## src/rtl/auto_flow_pkg.sv

```systemverilog
// Shared definitions for the automatic flow control block.
// Assumes nothing beyond a standard SystemVerilog package scope.
package auto_flow_pkg;
    // State of the receive throttle: running asserts RTS, halted withdraws it
    typedef enum logic {
        THR_RUN    = 1'b0,
        THR_HALTED = 1'b1
    } thr_state_e;

    // Inactive level of an active-low handshake line
    localparam logic HS_INACTIVE = 1'b1;
endpackage

```

## src/rtl/afc_sync.sv

```systemverilog
// Multi-flop synchronizer for one asynchronous level.
// Assumes the input is a slow level (a handshake line), not a pulse.
module afc_sync #(
    parameter int   STAGES    = 2,
    parameter logic RESET_VAL = 1'b1
) (
    input  logic clk,
    input  logic rst_n,
    input  logic d,
    output logic q
);
    logic [STAGES-1:0] chain;

    generate
        if (STAGES == 1) begin : g_single
            // Single capture flop
            always_ff @(posedge clk) begin
                if (!rst_n) chain <= RESET_VAL;
                else        chain <= d;
            end
        end else begin : g_chain
            // Shift the level through the flop chain
            always_ff @(posedge clk) begin
                if (!rst_n) chain <= {STAGES{RESET_VAL}};
                else        chain <= {chain[STAGES-2:0], d};
            end
        end
    endgenerate

    assign q = chain[STAGES-1];
endmodule

```

## src/rtl/afc_tx_gate.sv

```systemverilog
// Transmit permit: follows the synchronized CTS only at character
// boundaries when gating is on, and is always open otherwise.
// Assumes char_boundary is high whenever the shifter is idle.
module afc_tx_gate (
    input  logic clk,
    input  logic rst_n,
    input  logic gate_en,
    input  logic cts_active,
    input  logic char_boundary,
    output logic permit
);
    // Register the permit, changing it only where a character may start
    always_ff @(posedge clk) begin
        if (!rst_n)             permit <= 1'b0;
        else if (!gate_en)      permit <= 1'b1;
        else if (char_boundary) permit <= cts_active;
    end
endmodule

```

## src/rtl/afc_rts_hyst.sv

```systemverilog
// Receive throttle with hysteresis between a halt and a resume level.
// Levels are given in units of SCALE entries; halt wins when both match.
// Assumes count never exceeds the FIFO depth.
module afc_rts_hyst
    import auto_flow_pkg::*;
#(
    parameter int CNT_W = 7,
    parameter int LVL_W = 4,
    parameter int SCALE = 4
) (
    input  logic             clk,
    input  logic             rst_n,
    input  logic [CNT_W-1:0] count,
    input  logic [LVL_W-1:0] halt_lvl,
    input  logic [LVL_W-1:0] resume_lvl,
    output thr_state_e       state_next
);
    localparam int SC_W  = (SCALE > 1) ? $clog2(SCALE + 1) : 1;
    localparam int TH_W  = LVL_W + SC_W;
    localparam int CMP_W = (TH_W > CNT_W) ? TH_W : CNT_W;

    thr_state_e       state_q;
    logic [CMP_W-1:0] halt_th;
    logic [CMP_W-1:0] resume_th;
    logic [CMP_W-1:0] cnt_ext;

    // Scale the level fields into entry counts
    always_comb begin
        halt_th   = CMP_W'(halt_lvl)   * CMP_W'(SCALE);
        resume_th = CMP_W'(resume_lvl) * CMP_W'(SCALE);
        cnt_ext   = CMP_W'(count);
    end

    // Next throttle state: halt first, then resume, else hold
    always_comb begin
        if (cnt_ext >= halt_th)        state_next = THR_HALTED;
        else if (cnt_ext <= resume_th) state_next = THR_RUN;
        else                           state_next = state_q;
    end

    // Keep the throttle state, tracking even while auto mode is off
    always_ff @(posedge clk) begin
        if (!rst_n) state_q <= THR_HALTED;
        else        state_q <= state_next;
    end
endmodule

```

## src/rtl/auto_flow_ctrl.sv

```systemverilog
// Automatic RTS/CTS flow control for one serial channel.
// Gates the transmitter on CTS and drives RTS from receive occupancy.
// Assumes cts_n is asynchronous and all other inputs are synchronous to clk.
module auto_flow_ctrl
    import auto_flow_pkg::*;
#(
    parameter int FIFO_DEPTH  = 64,
    parameter int LVL_W       = 4,
    parameter int LVL_SCALE   = 4,
    parameter int SYNC_STAGES = 2,
    localparam int CNT_W      = $clog2(FIFO_DEPTH + 1)
) (
    input  logic             clk,
    input  logic             rst_n,
    input  logic             auto_cts_en,
    input  logic             auto_rts_en,
    input  logic             rts_sw,
    input  logic             cts_n,
    input  logic             char_boundary,
    input  logic [CNT_W-1:0] rx_count,
    input  logic [LVL_W-1:0] halt_lvl,
    input  logic [LVL_W-1:0] resume_lvl,
    output logic             rts_n,
    output logic             tx_permit
);
    logic       cts_n_sync;
    thr_state_e thr_next;

    afc_sync #(
        .STAGES    (SYNC_STAGES),
        .RESET_VAL (HS_INACTIVE)
    ) u_cts_sync (
        .clk   (clk),
        .rst_n (rst_n),
        .d     (cts_n),
        .q     (cts_n_sync)
    );

    afc_tx_gate u_tx_gate (
        .clk           (clk),
        .rst_n         (rst_n),
        .gate_en       (auto_cts_en),
        .cts_active    (~cts_n_sync),
        .char_boundary (char_boundary),
        .permit        (tx_permit)
    );

    afc_rts_hyst #(
        .CNT_W (CNT_W),
        .LVL_W (LVL_W),
        .SCALE (LVL_SCALE)
    ) u_rts_hyst (
        .clk        (clk),
        .rst_n      (rst_n),
        .count      (rx_count),
        .halt_lvl   (halt_lvl),
        .resume_lvl (resume_lvl),
        .state_next (thr_next)
    );

    // Register RTS from the throttle or from the software bit
    always_ff @(posedge clk) begin
        if (!rst_n)           rts_n <= HS_INACTIVE;
        else if (auto_rts_en) rts_n <= (thr_next == THR_HALTED);
        else                  rts_n <= ~rts_sw;
    end
endmodule

```

## config.mk

```make
export PLATFORM = sky130hd
export DESIGN_NAME = auto_flow_ctrl
export DESIGN_NICKNAME = d
export VERILOG_FILES = /design/src/rtl/auto_flow_pkg.sv /design/src/rtl/afc_sync.sv /design/src/rtl/afc_tx_gate.sv /design/src/rtl/afc_rts_hyst.sv /design/src/rtl/auto_flow_ctrl.sv
export SDC_FILE = /design/constraint.sdc
export NUM_CORES = 1
export LEC_CHECK = 0
export BUFFER_PORTS_ARGS = -buffer_cell sky130_fd_sc_hd__buf_2
export CAP_MARGIN = 20
export CORE_AREA = 5 5 42 44
export DETAILED_ROUTE_END_ITERATION = 7
export DIE_AREA = 0 0 47 49
export PLACE_DENSITY = 0.59
export SYNTH_ARGS = -nofsm -noshare
export SYNTH_HDL_FRONTEND = slang
export SYNTH_SLANG_ARGS = --single-unit
```

## constraint.sdc

```tcl
create_clock -name clk -period 2.6 [get_ports clk]
set_clock_uncertainty 0.15 [all_clocks]
set_input_delay 0.39 -clock clk [delete_from_list [all_inputs] [get_ports clk]]
set_output_delay 0.39 -clock clk [all_outputs]
set_load 0.01 [all_outputs]
```

======== Word level (Yosys, flattened, before mapping) ========
Index checks and enable logic that the tools add are counted.
word-level totals
  word-level logic and storage cells ...... 14
  bits of input ports ..................... 22
  output and inout port bits .............. 2
  memories kept ........................... 0
  flip-flop bits (word level) ............. 5
  latch bits .............................. 0
  RAM bits ................................ 0
  memory bits (read-only) ................. 0
cells by class
  add/subtract/negate cells ............... 0
  eq/ne operators ......................... 1
  reductions and logical operators ........ 0
  div/mod/pow operators ................... 0
  shift operators ......................... 0
  $mul .................................... 0
  bitwise gates (word level) .............. 2
  $lt $le $gt $ge ......................... 2
  mux-type cells .......................... 5
operator list
  cell                                                                     number
  7-bit by 6-bit greater-or-equal comparator with 1-bit output             1
  7-bit by 6-bit less-or-equal comparator with 1-bit output                1
  1-bit 2-to-1 mux                                                         5
  2-bit by 1-bit inequality test with 1-bit output, second input constant  1
  1-bit inverter                                                           2

======== Longest topological paths before layout ========
Gate-level depths: netlist of run 1.
  depth after elaboration ................. 4
  gate-level depth with buffers ........... 6

======== Cells and area by module ========
From an unflattened synthesis of run 1, not the netlist that was laid out.
second synthesis, totals
  cells, all modules ...................... 42
  area total of the unflattened synthesis .. 377.9 µm²
by module, submodules not included
  module          area an instance (µm²)  cells an instance  seq. area each (µm²)  instances
  afc_rts_hyst    239.0                   30                 20.0                  1
  afc_sync        52.6                    4                  40.0                  1
  auto_flow_ctrl  48.8                    5                  20.0                  1
  afc_tx_gate     37.5                    3                  20.0                  1

======== Worst setup path before layout of run 1 ========
OpenSTA, ideal clock, no wires.
  path type ............................... input port to flip-flop
  start ................................... input rx_count[2]
  end ..................................... register rts_n
  setup slack ............................. 1,030 ps
  stages .................................. 6
  setup time .............................. 74 ps
  arrival ................................. 1,346 ps
  path through ............................ inv_1 -> ha_1 -> or3b_1 -> a21oi_1 -> a211oi_1 -> a31oi_1
on the way
  word-level cells in the longest chain between the ends .. 4
  elaborated cells between the ends (all ways) .. 5
  classes of those cells .................. order compare: 2; mux: 3
ends and longest elaborated chain
  element                                                    line                  RTL
  start: declaration                                         auto_flow_ctrl.sv:20  input logic [CNT_W-1:0] rx_count,
  7-bit by 6-bit less-or-equal comparator with 1-bit output  afc_rts_hyst.sv:37    else if (cnt_ext <= resume_th) state_next = THR_RUN;
  1-bit 2-to-1 mux                                           afc_rts_hyst.sv:37
  1-bit 2-to-1 mux *                                         afc_rts_hyst.sv:36    if (cnt_ext >= halt_th) state_next = THR_HALTED;
  1-bit 2-to-1 mux *                                         auto_flow_ctrl.sv:64  else if (auto_rts_en) rts_n <= (thr_next == THR_HALTED);
  end signal: assignment                                     auto_flow_ctrl.sv:64
  end signal: assignment                                     auto_flow_ctrl.sv:65  else rts_n <= ~rts_sw;
  end: declaration                                           auto_flow_ctrl.sv:23  output logic rts_n,
Every way passes the cells marked *; elsewhere a longest branch is shown, timed or not.
A chain may end at the register's enable or synchronous reset.

======== Worst setup path in the final report of run 1 ========
Ends and elaborated chain as after synthesis.

==> run summary, run 1 <==
Worst reg2reg path endpoint: u_tx_gate.permit
Hold Path Origin: cts_n
Antenna-violating nets left: 0
Routed length per instance: 9.60 µm
TritonCTS Buffers: 3
Int Pwr: 0.000167 W
RSZ-0062 raised after global routing: false
CTS tree: done
Final setup viols: 0
Max Freq: 677 MHz
Die Wd: 47 µm
Final wirelength: 835 µm
Max_cap viols: 0
Outcome: completed
Async set or reset register ratio after synthesis: 0%
Clock Root Buffer: clkbuf_4
Clock-pin slew on the worst setup and hold paths: 0.04 ns
Cells along the critical path: buf_2 > inv_1 > ha_1 > or3b_1 > a21oi_1 > a211oi_1 > a31oi_1
Yosys cell types: 16
YS warnings: 0
Crit Path Category: primary input to flip-flop
Grt ovf: 0
Initial antenna violation count: 0
FF-to-FF setup slack: 1.78 ns
Initial Utilization: 25.8%
Crit Path Max Fanout: 2
Vias: 390
LEAKAGE: 0.299 nW
Vias in the first global route: 393
FF+latch count, synth: 5
Fin Hold WS: 0.180 ns
Hold-fix buffers, CTS: 0
Arrival time worst endpoint: 1.49 ns
Slew margin rel.: 77.6%
Combinational power share: 23.1%
Share of cells above drive strength 1: 36.6%
PwrDens: 425 nW/µm²
Post-synth EDFFs: 0
HP Class: primary input to flip-flop
Post-synthesis net count: 74
# IOs: 24
Sequential Power Share: 37.0%
Max-slew violations: 0
Worst Path Required: 2.61 ns
Post-CTS Repair Setup Buffers: 0
Die area: 2300 µm²
Die H: 49 µm
FP Rows: 14
Clk pwr share: 39.9%
CTS Sinks: 5
Largest net degree at the start of global routing: 6
ANT cells: 0
Final hold vios: 0
Startpoint Class: primary input
Post-Syn Area per Cell: 8.22 µm²
CP max stage cell: or3b_1
Fill cell instance count of the final layout: 169
Clk buf depth: 2
Multi-input logic area: 235 µm²
Mapped Area: 362 µm²
Global Route Usage Sum: 8.59%
1st-pass router iterations: 4
Vias/cell: 4.48
Core Box Area: 1400 µm²
Fin nets: 102
Placer Congestion: 0.687
Post-Synthesis Cells: 44
Reg2Reg Depth: 2
Worst slew pin tran: 0.331 ns
Total chip power: 0.000222 W
Area share of the largest cell type after synthesis: 27.7%
# DRC: 0
Critical path's largest stage delay: 0.34 ns
First-pass GRT wire length: 1.49 mm
I/O Buffers: 23
Placed cell areas: 497 µm²
Synth top area cells: dfxtp_1 28%, ha_1 28%, inv_1 7.3%, nand2b_1 5.2%, nand2_1 4.2%
Layout area overhead: 44.6%
# H-tree levels: 1
Switching share of power: 24.9%
Sequential area share after synthesis: 27.7%
Hold Path Depth: 2
Hold Path End: u_cts_sync.chain[0]
Clk_lat worst skew: 0.24 ns
Sw power: 0.0000553 W
HPWL Detailed: 775 µm
R2r startpoint: u_tx_gate.permit
Design Area, Final: 523 µm²
Total negative setup slack: 0 ns
Most used standard cell by instance count after synthesis: ha_1
Register area: 100 µm²
Initial DRC Count: 8
Min Tclk post-route: 1.48 ns
# resized after CTS: 0
Largest area contributor in the netlist: dfxtp_1
Max IR drop VDD: 106 µV
Predominant post-synthesis flop cell: dfxtp_1
Final period utilization: 56.9%
Top cells by instance count after synthesis: 8 x ha_1, 7 x inv_1, 5 x dfxtp_1
Crit end category: flip-flop
## power groups by stage
| stage | Clock (W) | Sequential, W | Combinational, W |
|---|---|---|---|
| 2_1_floorplan | 0 | 0.0000845 | 0.0000254 |
| 3_3_place_gp | 0 | 0.0000834 | 0.0000510 |
| 3_5_place_dp | 0 | 0.0000836 | 0.0000521 |
| 4_1_cts | 0.0000907 | 0.0000823 | 0.0000524 |
| 5_1_grt | 0.0000990 | 0.0000824 | 0.0000610 |
| 6_report | 0.0000885 | 0.0000822 | 0.0000514 |
## area by class of cell
type / instances / share of cell area, %
Tap cell: 16 / 3.83
Inverter: 7 / 5.02
Clock buffer: 4 / 5.02
Timing Repair Buffer: 23 / 22.0
Multi-Input combinational cell: 32 / 45.0
Sequential cell: 5 / 19.1
## per-layer routing
layer,track usage (%),vias to the layer above,part of all wire (%),routed length [µm]
li1,-,205,-,-
met1,10.5,171,39,324
met2,12.9,14,52,435
met3,1.85,0,9.0,75
met4,5.53,0,0,0
met5,0,-,0,0
## cells in the final DEF (no fill, tap or decap)
cell      instances
a21o_1            1
or3b_1            1
o311ai_1          1
inv_1             7
nand2b_1          3
nor2_1            4
a31oi_1           1
a211oi_1          1
clkbuf_4          3
ha_1              8
a21oi_1           2
a21boi_0          1
and4b_1           1
o21ai_0           2
buf_2            23
nand3_1           2
nand2_1           4
dfxtp_1           5
clkbuf_1          1
## cells by family (layout without fill, tap and decap cells)
logic type	after synthesis	count (layout)	synth area share, %
buf+inv	7	34	7.27
fa+ha+maj	8	8	27.7
compound gates	9	9	15.9
simple gates	15	15	21.5
flops	5	5	27.7
## sequential cells by signal (all words and copies together), names as in the netlist
register            count
u_cts_sync.chain        2
u_rts_hyst.state_q      1
u_tx_gate.permit        1
rts_n                   1
## per-stage QoR
stage	worst slack, ns	utilization, %	instances
detailed placement	0.869	35.4	83
global placement	0.903	35.4	83
floorplan	1.03	-	44
finish	1.12	37.3	87
CTS	1.11	37.3	87
global route	0.995	37.3	87
## worst max-delay path by stage
stage | from | end
floorplan | rx_count[2] | rts_n
global placement | rx_count[4] | rts_n
detailed placement | rx_count[2] | rts_n
CTS | rx_count[2] | rts_n
global route | rx_count[4] | rts_n
finish | rx_count[2] | rts_n
## critical path, delay by kind of cell
kind / cells / cell delay [ns]
simple gates: 1 / 0.34
buf+inv: 2 / 0.11
fa+ha+maj: 1 / 0.26
compound gates: 3 / 0.37
Note: power is estimated with default switching activity, not from simulation.
==> inputs of run 2 (changes only) <==
Clock period 2.6 ns to 1.4 ns, I/O delays scaled along.
==> run summary, run 2 (synthesized netlist as in run 1, its figures left out) <==
# IOs: 24
Commonest non-fill, non-tap cell in the layout: buf_2
Global-route track usage on met1: 8.10%
Initial DRC Count: 2
Commonest cells after routing, fill and taps aside: 23 x buf_2, 8 x ha_1, 7 x inv_1
Met2 Use GR: 11.5%
I/O Buffers: 23
Final setup viols: 0
HP Class: primary input to flip-flop
Register area: 100 µm²
Clock Root Buffer: clkbuf_4
Max_cap viols: 0
Placed cells: 84
Max IR drop VDD: 235 µV
HPWL Detailed: 741 µm
Core Box Area: 1400 µm²
Outcome: completed
Grt ovf: 0
Final wirelength: 827 µm
Arrival time worst endpoint: 1.34 ns
Layout area overhead: 52.2%
Non-Filler Instances: 90
Die area: 2300 µm²
Fin nets: 105
Initial Utilization: 25.8%
Largest net degree at the start of global routing: 6
PwrDens: 754 nW/µm²
Clock-pin slew on the worst setup and hold paths: 0.04 ns
Initial antenna violation count: 0
Clk_lat worst skew: 0.23 ns
Placer Congestion: 0.742
Slew margin rel.: 80.2%
Min Tclk post-route: 1.33 ns
ANT cells: 0
First-pass GRT wire length: 1.28 mm
Multi-input logic area: 235 µm²
Fin Hold WS: 0.0166 ns
CTS tree: done
CTS Sinks: 5
Vias in the first global route: 362
FP Rows: 14
TritonCTS Buffers: 3
Hold Path Depth: 2
# DRC: 0
Share of cells above drive strength 1: 36.5%
Routed length per instance: 9.19 µm
Startpoint Class: primary input
Antenna-violating nets left: 0
Largest Register: u_cts_sync.chain
Most Used Layer, Global Route: met2
LEAKAGE: 0.312 nW
Crit end category: flip-flop
Clk buf depth: 2
Vias: 387
RSZ-0062 raised after global routing: false
# H-tree levels: 1
GR Util met3: 1.48%
Die H: 49 µm
Die Wd: 47 µm
Max Freq: 753 MHz
Fill cell instance count of the final layout: 161
Final hold vios: 0
Worst slew pin tran: 0.293 ns
Final period utilization: 94.9%
1st-pass router iterations: 3
Max-slew violations: 0
Worst Path Required: 1.42 ns
Crit Path Category: primary input to flip-flop
Global Route Usage Sum: 7.74%
Crit Path Max Fanout: 2
Vias/cell: 4.30
Reg2Reg Depth: 2
Max reg flops: 2
==> run 2: timing repair <==
| item | CTS | global route |
|---|---|---|
| buffers inserted | 0 | 0 |
| endpoints found under the hold margin | 1 | 1 |
| resized for setup | 0 | 0 |
| hold buffers | 1 | 1 |
==> run 2: power by group <==
| group | total, W | switching [W] | internal (W) | leakage (nW) |
|---|---|---|---|---|
| sequential | 0.000153 | 0.00000201 | 0.000151 | 0.0414 |
| clock | 0.000162 | 0.0000543 | 0.000107 | 0.0150 |
| combinational | 0.000101 | 0.0000440 | 0.0000565 | 0.255 |
| total | 0.000415 | 0.000100 | 0.000315 | 0.312 |
==> run 2: area by class of cell <==
class / instances / share of cell area [%]
Inverter: 7 / 4.77
Timing Repair Buffer: 26 / 25.9
Tap cell: 16 / 3.64
Clock buffer: 4 / 4.77
Multi-Input combinational cell: 32 / 42.7
Sequential cell: 5 / 18.2
==> run 2: metrics by stage <==
stage               cell area [µm²]  setup TNS (ns)  setup WS [ns]  total power, W  util, %
floorplan                       362               0         0.0103        0.000204        -
global placement                504          -0.223         -0.163        0.000252     36.0
detailed placement              504          -0.286         -0.191        0.000253     36.0
CTS                             541               0         0.0613        0.000426     38.6
global route                    551               0        0.00603        0.000456     39.3
finish                          551               0         0.0711        0.000415     39.3
==> run 2: worst paths after layout <==
kind / start / end / slack (ns)
setup / recovery: rx_count[2] / rts_n / 0.07
hold / removal: auto_rts_en / rts_n / 0.02
setup reg to reg: u_tx_gate.permit / u_tx_gate.permit / 0.60
hold reg to reg: u_cts_sync.chain[0] / u_cts_sync.chain[1] / 0.26
==> run 2: worst max-delay path: stages <==
cell      delay [ns]
buf_2           0.07
inv_1           0.04
ha_1            0.26
or3b_1          0.33
a21oi_1         0.19
a211oi_1        0.08
a31oi_1         0.15
==> run 2: per-layer routing <==
metal  routed length, µm  vias up
met5                   0        -
met4                  16        0
met3                  78        2
met2                 402       16
met1                 329      158
li1                    -      211
